<file path="src/rtl/cmp_monitor_pkg.sv">
package cmp_monitor_pkg;
    localparam int NUM_UNITS = 2;
    localparam int CHAN_W    = 4;
    localparam int DATA_W    = 12;
    localparam int MCNT_W    = 4;

    typedef enum logic [0:0] {
        ST_IDLE  = 1'b0,
        ST_COUNT = 1'b1
    } run_state_t;
endpackage

</file>
<file path="src/rtl/cmp_test.sv">
module cmp_test #(
    parameter int DATA_W = 12
) (
    input  logic [DATA_W-1:0] data,
    input  logic [DATA_W-1:0] thresh,
    input  logic              fmt_signed,
    input  logic              cond_ge,
    output logic              pass
);
    logic below;

    always_comb begin
        if (fmt_signed) below = $signed(data) < $signed(thresh);
        else            below = data < thresh;
        pass = cond_ge ? !below : below;
    end
endmodule

</file>
<file path="src/rtl/cmp_unit.sv">
module cmp_unit
    import cmp_monitor_pkg::*;
#(
    parameter int CHAN_W = 4,
    parameter int DATA_W = 12,
    parameter int MCNT_W = 4
) (
    input  logic              clk,
    input  logic              rst_n,
    input  logic              wr_valid,
    input  logic [CHAN_W-1:0] wr_chan,
    input  logic [DATA_W-1:0] wr_data,
    input  logic              fmt_signed,
    input  logic              en,
    input  logic              cond_ge,
    input  logic [CHAN_W-1:0] sel,
    input  logic [MCNT_W-1:0] mcnt,
    input  logic [DATA_W-1:0] thresh,
    input  logic              clr,
    output logic              flag
);
    run_state_t        state, state_nx;
    logic [MCNT_W-1:0] run_cnt, run_cnt_nx;
    logic              pass, seen, done, miss;

    cmp_test #(.DATA_W(DATA_W)) u_test (
        .data      (wr_data),
        .thresh    (thresh),
        .fmt_signed(fmt_signed),
        .cond_ge   (cond_ge),
        .pass      (pass)
    );

    assign seen = wr_valid && en && (wr_chan == sel);
    assign done = seen && pass && (run_cnt == mcnt);
    assign miss = seen && !pass;

    always_comb begin
        state_nx   = state;
        run_cnt_nx = run_cnt;
        unique case (state)
            ST_IDLE: begin
                if (seen && pass && !done) begin
                    state_nx   = ST_COUNT;
                    run_cnt_nx = run_cnt + 1'b1;
                end else begin
                    run_cnt_nx = '0;
                end
            end
            ST_COUNT: begin
                if (!en || miss || done) begin
                    state_nx   = ST_IDLE;
                    run_cnt_nx = '0;
                end else if (seen && pass) begin
                    run_cnt_nx = run_cnt + 1'b1;
                end
            end
            default: begin
                state_nx   = ST_IDLE;
                run_cnt_nx = '0;
            end
        endcase
    end

    always_ff @(posedge clk or negedge rst_n) begin
        if (!rst_n) begin
            state   <= ST_IDLE;
            run_cnt <= '0;
        end else begin
            state   <= state_nx;
            run_cnt <= run_cnt_nx;
        end
    end

    always_ff @(posedge clk or negedge rst_n) begin
        if (!rst_n)    flag <= 1'b0;
        else if (done) flag <= 1'b1;
        else if (clr)  flag <= 1'b0;
    end
endmodule

</file>
<file path="src/rtl/cmp_monitor.sv">
module cmp_monitor
    import cmp_monitor_pkg::*;
#(
    parameter int NUM_UNITS = cmp_monitor_pkg::NUM_UNITS,
    parameter int CHAN_W    = cmp_monitor_pkg::CHAN_W,
    parameter int DATA_W    = cmp_monitor_pkg::DATA_W,
    parameter int MCNT_W    = cmp_monitor_pkg::MCNT_W
) (
    input  logic                        clk,
    input  logic                        rst_n,
    input  logic                        wr_valid,
    input  logic [CHAN_W-1:0]           wr_chan,
    input  logic [DATA_W-1:0]           wr_data,
    input  logic                        fmt_signed,
    input  logic [NUM_UNITS-1:0]        cfg_en,
    input  logic [NUM_UNITS-1:0]        cfg_irq_en,
    input  logic [NUM_UNITS-1:0]        cfg_cond,
    input  logic [NUM_UNITS*CHAN_W-1:0] cfg_chan,
    input  logic [NUM_UNITS*MCNT_W-1:0] cfg_mcnt,
    input  logic [NUM_UNITS*DATA_W-1:0] cfg_thresh,
    input  logic [NUM_UNITS-1:0]        flag_clr,
    output logic [NUM_UNITS-1:0]        flag,
    output logic                        irq
);
    for (genvar u = 0; u < NUM_UNITS; u++) begin : g_unit
        cmp_unit #(
            .CHAN_W(CHAN_W),
            .DATA_W(DATA_W),
            .MCNT_W(MCNT_W)
        ) u_unit (
            .clk       (clk),
            .rst_n     (rst_n),
            .wr_valid  (wr_valid),
            .wr_chan   (wr_chan),
            .wr_data   (wr_data),
            .fmt_signed(fmt_signed),
            .en        (cfg_en[u]),
            .cond_ge   (cfg_cond[u]),
            .sel       (cfg_chan[u*CHAN_W +: CHAN_W]),
            .mcnt      (cfg_mcnt[u*MCNT_W +: MCNT_W]),
            .thresh    (cfg_thresh[u*DATA_W +: DATA_W]),
            .clr       (flag_clr[u]),
            .flag      (flag[u])
        );
    end

    assign irq = |(flag & cfg_irq_en);
endmodule

</file>
<file path="config.mk">
export PLATFORM = sky130hd
export DESIGN_NAME = cmp_monitor
export DESIGN_NICKNAME = d
export VERILOG_FILES = /design/src/rtl/cmp_monitor_pkg.sv /design/src/rtl/cmp_test.sv /design/src/rtl/cmp_unit.sv /design/src/rtl/cmp_monitor.sv
export SDC_FILE = /design/constraint.sdc
export NUM_CORES = 1
export LEC_CHECK = 0
export BUFFER_PORTS_ARGS = -buffer_cell sky130_fd_sc_hd__clkbuf_2
export CORE_MARGIN = 2
export CORE_UTILIZATION = 45
export DETAILED_ROUTE_END_ITERATION = 10
export PLACE_DENSITY = 0.8
export RECOVER_POWER = 50
export SLEW_MARGIN = 0
export SYNTH_ARGS = -nofsm -noshare
export SYNTH_HDL_FRONTEND = slang
export SYNTH_SLANG_ARGS = --single-unit
</file>
<file path="constraint.sdc">
create_clock -name clk -period 3.1 [get_ports clk]
set_clock_uncertainty 0.05 [all_clocks]
set_input_delay 0.465 -clock clk [delete_from_list [all_inputs] [get_ports clk]]
set_output_delay 0.465 -clock clk [all_outputs]
set_load 0.005 [all_outputs]
</file>
==> results of run 1 <==
cell families after synthesis:
kind of cell / after synthesis / share of synthesized area
buffers and inverters: 36 / 0.0977
AND/OR/NAND/NOR: 51 / 0.183
XOR/XNOR: 20 / 0.120
flip-flops: 12 / 0.206
AO/OA/AOI/OAI: 38 / 0.188
adder cells (fa/ha/maj): 24 / 0.206
per-stage QoR:
step | hold WS (ns) | util | total power (W)
finish | 0.134 | 0.611 | 0.000479
global route | 0.181 | 0.611 | 0.000513
CTS | 0.0152 | 0.612 | 0.000483
detailed placement | 0.325 | 0.600 | 0.000353
global placement | 0.319 | 0.600 | 0.000348
floorplan | 0.119 | - | 0.000278
cell type report:
cell class	count	area, um2
multi-input cells	133	1020
fillers	320	1200
flip-flops and latches	12	300
repair buffers	70	349
inverters	33	124
well taps	44	55.1
clock buffers	4	36.3
synthesized netlist by cell type:
master	number
sky130_fd_sc_hd__inv_1	33
sky130_fd_sc_hd__ha_1	24
sky130_fd_sc_hd__xnor2_1	13
sky130_fd_sc_hd__dfrtp_1	12
sky130_fd_sc_hd__nor2_1	12
sky130_fd_sc_hd__nand4_1	9
sky130_fd_sc_hd__nand2_1	8
sky130_fd_sc_hd__a21oi_1	7
sky130_fd_sc_hd__o21ai_0	7
sky130_fd_sc_hd__xor2_1	7
sky130_fd_sc_hd__nand3_1	5
sky130_fd_sc_hd__nor2b_1	4
sky130_fd_sc_hd__a21o_1	3
sky130_fd_sc_hd__nor3_1	3
sky130_fd_sc_hd__nor3b_1	3
sky130_fd_sc_hd__o211ai_1	3
sky130_fd_sc_hd__o32ai_1	3
sky130_fd_sc_hd__a211o_1	2
sky130_fd_sc_hd__and2_1	2
sky130_fd_sc_hd__buf_4	2
sky130_fd_sc_hd__nand2b_1	2
sky130_fd_sc_hd__o22ai_1	2
sky130_fd_sc_hd__o31ai_1	2
sky130_fd_sc_hd__a2111oi_0	1
sky130_fd_sc_hd__a211o_2	1
sky130_fd_sc_hd__a211oi_1	1
sky130_fd_sc_hd__a222oi_1	1
sky130_fd_sc_hd__a22o_1	1
sky130_fd_sc_hd__a311oi_2	1
sky130_fd_sc_hd__a41o_1	1
sky130_fd_sc_hd__and2b_2	1
sky130_fd_sc_hd__and3_1	1
sky130_fd_sc_hd__and4_1	1
sky130_fd_sc_hd__clkbuf_1	1
sky130_fd_sc_hd__o2111ai_1	1
sky130_fd_sc_hd__o41ai_1	1
power by group:
part,switching (W),total (W),leakage (nW),internal [W]
combinational,0.0000897,0.000179,0.861,0.0000894
sequential,0.00000819,0.000170,0.167,0.000161
clock,0.0000590,0.000131,0.0210,0.0000715
total,0.000157,0.000479,1.05,0.000322
path summary, 6_finish.rpt:
check	end	slack, ns	cells past startpoint
worst max-delay path	g_unit[0].u_unit.run_cnt[0]	1.02	10
worst min-delay path	g_unit[1].u_unit.state	0.13	1
worst max register to register	g_unit[1].u_unit.run_cnt[2]	1.49	6
worst min register to register	g_unit[1].u_unit.run_cnt[3]	0.52	2
max in group asynchronous	g_unit[1].u_unit.flag	2.44	1
min in group clk	g_unit[0].u_unit.flag	0.31	2
per-layer routing:
metal / global-route usage / part of all wire / up-vias
met5: 0 / 0 / -
met3: 0.0405 / 0.048 / 0
li1: - / - / 781
met2: 0.335 / 0.49 / 37
met1: 0.255 / 0.46 / 675
met4: 0.0186 / 0 / 0
flip-flops by register name (all words and copies together) (netlist names):
register	count
g_unit.u_unit.run_cnt	8
g_unit.u_unit.flag	2
g_unit.u_unit.state	2
==> flow_summary.ini, run 1 <==
[run_status]
status = finished, final reports clean

[timing]
setup_viol = 0
maxClockFrequency_ghz = 0.482
hold_viol = 0
layout_setup_ws_ns = 1.02
totalNegativeSetupSlack_ns = 0
layout_min_cycle_time_ns = 2.08
grt_setup_unrepaired = false
timing.final.max_slew_violations = 0
max_slew.worst_pin.slew_ns = 0.668
layout_worst_path_cycle_share = 0.670
slew-limit-headroom = 0.555

[setup_path]
cp-end-kind = flip-flop
slowest_delay_ns = 0.33
critical_path.startpoint = cfg_thresh[11]
arrival_ns = 2.23
cp_cell_sequence = clkbuf_2 > inv_1 > ha_1 > nand2_1 > o21ai_0 > a2111oi_0 > a211o_1 > nor2_1 > nand2_1 > o22ai_1
regToRegStartpoint = g_unit[1].u_unit.run_cnt[0]
worst_path_dominant_cell_family = compound AO/OA/AOI/OAI gates
timing.critical_path.fanout_max = 5
critical-path-slowest-cell = sky130_fd_sc_hd__o21ai_0
critical_path_class = input pin to flip-flop
cp_data_required_time_ns = 3.25
critical-path-top-cell-by-count = sky130_fd_sc_hd__nand2_1
critical_path.n_buffers_inverters = 2
start_kind = input pin

[floorplan]
floorplan.die.width_um = 61.0
io_pins = 71
initial_utilization = 0.474
chipHeight_um = 61.0
design.die.area_um2 = 3720
fp-row-count = 20
coreArea_um2 = 3080

[cells_and_area]
layout.cells.most_common_list = 69 x sky130_fd_sc_hd__clkbuf_2, 33 x sky130_fd_sc_hd__inv_1, 24 x sky130_fd_sc_hd__ha_1
antennaDiodeCount = 0
final_cell_count_no_fill = 296
fin_nets = 345
layout_cells_sized_above_1 = 0.302
mostFrequentLayoutCell = sky130_fd_sc_hd__clkbuf_2
stdcell_area_um2 = 1880
area_overhead_of_the_layout_relative_to_synthesis_pct = 28.9

[global_route]
grt_pass1_vias = 1351
overflow = 0
grt_antenna_before_repair = 0
track_usage = 0.193
grt_start_max_net_pins = 13
grt_pass1_wl_mm = 5.46

[place]
hpwlAfterDp_mm = 2.87
pre_cts_slack_ns = 0.705
placed_cell_area_um2 = 1850
io_buffer_count = 70
place_congestion = 0.877
placed_cells_incl_taps = 292

[drt]
drc_errors = 0
via_per_inst = 5.04
route.detailed.wl_per_inst_um = 11.2
detailedRoute.firstPassIterationCount = 4
route.vias.total = 1493
wirelength_mm = 3.31
drtAntennaViolNets = 0
drt-initial-drc-count = 25

[logic_synthesis]
mean_syn_cell_area_um2 = 8.07
synth.top_cell.area_share = 0.206
netlist-cell-type-count = 36
syn-cell-area_um2 = 1460
synth_top_cells_by_area = sky130_fd_sc_hd__dfrtp_1 21%, sky130_fd_sc_hd__ha_1 21%, sky130_fd_sc_hd__inv_1 8.5%
synth_area_leader_cell = sky130_fd_sc_hd__dfrtp_1
yosysSeqAreaShare = 0.206
ys_ff_latch = 12
synth_nets = 273
syn_inst = 181
synthesis.yosys.warnings = 0

[power_and_ir_drop]
power.static_leakage_nw = 1.05
power_density_nw_per_um2 = 255
vdd_ir_drop_max_mv = 0.193

[clock_tree]
holdBufCountCts = 0
clk_pin_slew_ns = 0.09
clockRootBuffer = sky130_fd_sc_hd__clkbuf_4
clock_latency_ns = 0.28
clock_tree.buffer_depth = 2
cts_tree = done
post_cts_resize_count = 0
h_tree_depth = 1
numCtsBuffers = 3
cts.repair_timing.setup_buffer_count = 0
cts_num_sinks = 12

[job]
count_of_maximum_capacitance_violations = 0

[min_path]
timing.hold.worst.class = input pin to async pin
Power figures use the tool's default switching activity.
==> run 2: changes to the inputs <==
- ABC_AREA: default -> 1
- CORE_UTILIZATION: 45 -> 43
- PLACE_DENSITY: 0.8 -> 0.79
- clock period: 3.1 -> 1.9 ns (I/O delays scaled with it)
==> run 2 against run 1 <==
Against the previous run:
- routed wire length down 3.7%
- via count up 5.4%
- global-route usage down 1.8 points
- register-to-register slack worse by 0.94 ns
- power up 47%
- worst setup slack worse by 0.54 ns
- combinational power up 61%
- sequential power up 52%
- synthesized cell count up 31%
==> flow_summary.ini, run 2 <==
[setup_path]
critical_path_class = input pin to flip-flop
arrival_ns = 1.54
cp-end-kind = flip-flop
cp_data_required_time_ns = 2.02
start_kind = input pin
timing.critical_path.fanout_max = 6

[logic_synthesis]
ys.flop_type = sky130_fd_sc_hd__dfrtp_1
synth_compound_area_frac = 0.0543
syn_inst = 238
synth-adder-area-share = 0.192
ys_ff_latch = 12
syn-cell-area_um2 = 1570
netlist-cell-type-count = 24
netlist_top_cells_count = 72 x sky130_fd_sc_hd__nand2_1, 51 x sky130_fd_sc_hd__inv_1, 24 x sky130_fd_sc_hd__ha_1
synth_top_cells_by_area = sky130_fd_sc_hd__dfrtp_1 19%, sky130_fd_sc_hd__ha_1 19%, sky130_fd_sc_hd__nand2_1 17%
synth_edf_count = 0
synth_area_leader_cell = sky130_fd_sc_hd__dfrtp_1
synth_nets = 330
post-synth-top-count-cell = sky130_fd_sc_hd__nand2_1
synthesis.yosys.warnings = 0
dominant_combinational_cell_family_by_area_after_synthesis = simple AND/OR/NAND/NOR gates
synth_simple_gate_area_frac = 0.331
async_reset_ff_frac = 1.00
yosysSeqAreaShare = 0.192
synth.top_cell.area_share = 0.192
xor_xnor_portion_of_the_synthesized_cell_area = 0.0895
yosys-mux-area-fraction = 0
mean_syn_cell_area_um2 = 6.58

[clock_tree]
clk_pin_slew_ns = 0.07
clock_tree.buffer_depth = 2
cts_num_sinks = 12
clock_latency_ns = 0.27
cts_tree = done
clockRootBuffer = sky130_fd_sc_hd__clkbuf_4
h_tree_depth = 1
numCtsBuffers = 3

[timing]
max_slew.worst_pin.slew_ns = 0.659
hold_viol = 0
slew-limit-headroom = 0.561
layout_worst_path_cycle_share = 0.747
timing.final.max_slew_violations = 0
setup_viol = 0
layout_min_cycle_time_ns = 1.42
hold-worst-slack_ns = 0.125
grt_setup_unrepaired = false
totalNegativeSetupSlack_ns = 0
maxClockFrequency_ghz = 0.705

[floorplan]
design.die.area_um2 = 4140
fp-row-count = 21
coreArea_um2 = 3420
chipHeight_um = 64.4
io_pins = 71
initial_utilization = 0.459
floorplan.die.width_um = 64.4

[place]
io_buffer_count = 70
hpwlAfterDp_mm = 2.93
place_congestion = 0.828
placed_cells_incl_taps = 352

[cells_and_area]
area_overhead_of_the_layout_relative_to_synthesis_pct = 27.0
largestRegisters = g_unit.u_unit.run_cnt (8), g_unit.u_unit.flag (2), g_unit.u_unit.state (2)
final_cell_count_no_fill = 356
max_reg_flops = 8
post-route-util = 0.582
layout_cells_sized_above_1 = 0.297
fillCellCount = 340
largest-register = g_unit.u_unit.run_cnt
layout.cells.most_common_list = 72 x sky130_fd_sc_hd__nand2_1, 68 x sky130_fd_sc_hd__clkbuf_2, 51 x sky130_fd_sc_hd__inv_1
antennaDiodeCount = 0
mostFrequentLayoutCell = sky130_fd_sc_hd__nand2_1
fin_nets = 404

[drt]
detailedRoute.firstPassIterationCount = 4
via_per_inst = 4.42
route.vias.total = 1574
drtAntennaViolNets = 0
route.detailed.wl_per_inst_um = 8.94
drc_errors = 0
wirelength_mm = 3.18
drt-initial-drc-count = 48

[power_and_ir_drop]
switching_part_of_the_total_power = 0.342
power_density_nw_per_um2 = 355
power_report.internal_total_w = 0.000464
pwr-share-clk = 0.225
vdd_ir_drop_max_mv = 0.252
share_comb_of_total_power = 0.408
seq_power_share = 0.367
power.static_leakage_nw = 1.30
p_sw_w = 0.000242

[global_route]
overflow = 0
grt_pass1_wl_mm = 5.84
grt_start_max_net_pins = 13
grt_pass1_vias = 1558
track_usage = 0.174
grt_antenna_before_repair = 0

[min_path]
timing.hold.worst.class = input pin to flip-flop

[job]
count_of_maximum_capacitance_violations = 0

[run_status]
status = finished, final reports clean
-- run 2: cell count changes after synthesis, moves of 5 or more --
cell | previous run | this run
sky130_fd_sc_hd__inv_1 | 33 | 51
sky130_fd_sc_hd__nor2_2 | 0 | 5
sky130_fd_sc_hd__xnor2_1 | 13 | 8
sky130_fd_sc_hd__nand2_1 | 8 | 72
sky130_fd_sc_hd__nand2_2 | 0 | 8
-- run 2: timing repair --
| item | in CTS | in global routing |
|---|---|---|
| hold buffers | 1 | 0 |
| gates resized for setup | 0 | 0 |
| hold endpoints to repair | 12 | 0 |
| buffers inserted | 0 | 0 |
-- run 2: power groups by stage --
stage	clock, W	sequential [W]	combinational, W
final	0.000159	0.000259	0.000288
after global routing	0.000185	0.000260	0.000339
after CTS	0.000170	0.000259	0.000294
after detailed placement	0	0.000264	0.000291
after global placement	0	0.000264	0.000284
after floorplan	0	0.000264	0.000177
-- run 2: routing by layer --
layer / track usage / part of all wire
met1: 0.197 / 0.45
met2: 0.331 / 0.52
met3: 0.0423 / 0.036
met4: 0.0319 / 0.0028
met5: 0 / 0
-- run 2: final cells by class --
cell class                      count  area, um2  share of cell area
Clock buffer                        3       22.5              0.0113
Inverter                           55        206               0.104
Multi-Input combinational cell    169       1040               0.525
Sequential cell                    12        300               0.151
Tap cell                           46       57.6              0.0289
Timing Repair Buffer               71        358               0.180
-- run 2: cell families (layout without fill, tap and decap cells) --
kind of cell,after synthesis,in the layout
flip-flops,12,12
buffers and inverters,57,129
XOR/XNOR,16,16
AO/OA/AOI/OAI,15,15
AND/OR/NAND/NOR,114,114
adder cells (fa/ha/maj),24,24
-- run 2: metrics by stage --
step	cell area (um2)	power, W	worst slack (ns)
after floorplan	1570	0.000440	0.398
after global placement	1960	0.000548	0.199
after detailed placement	1960	0.000556	0.184
after CTS	1990	0.000723	0.481
after global routing	1990	0.000783	0.303
final	1990	0.000706	0.481
-- run 2: final timing paths --
check / start / endpoint / slack, ns / cells past startpoint
worst min-delay path: flag_clr[0] / g_unit[0].u_unit.flag / 0.12 / 2
worst max register to register: g_unit[0].u_unit.run_cnt[2] / g_unit[0].u_unit.state / 0.55 / 6
worst max-delay path: cfg_thresh[11] / g_unit[0].u_unit.state / 0.48 / 14
max in group asynchronous: rst_n / g_unit[1].u_unit.run_cnt[3] / 0.89 / 2
min in group asynchronous: rst_n / g_unit[0].u_unit.run_cnt[3] / 0.49 / 2
worst min register to register: g_unit[0].u_unit.flag / g_unit[0].u_unit.flag / 0.49 / 2
-- run 2: worst max-delay path, cell delays in order --
cell	delay [ns]
sky130_fd_sc_hd__clkbuf_2	0.07
sky130_fd_sc_hd__inv_1	0.03
sky130_fd_sc_hd__ha_1	0.30
sky130_fd_sc_hd__nand2_1	0.08
sky130_fd_sc_hd__nor2_2	0.14
sky130_fd_sc_hd__nand2_1	0.07
sky130_fd_sc_hd__nor2_1	0.08
sky130_fd_sc_hd__nand2_1	0.08
sky130_fd_sc_hd__nand2_1	0.06
sky130_fd_sc_hd__nand2_1	0.05
sky130_fd_sc_hd__nand2_2	0.11
sky130_fd_sc_hd__nand2_2	0.07
sky130_fd_sc_hd__nand2_1	0.08
sky130_fd_sc_hd__nor2_2	0.03
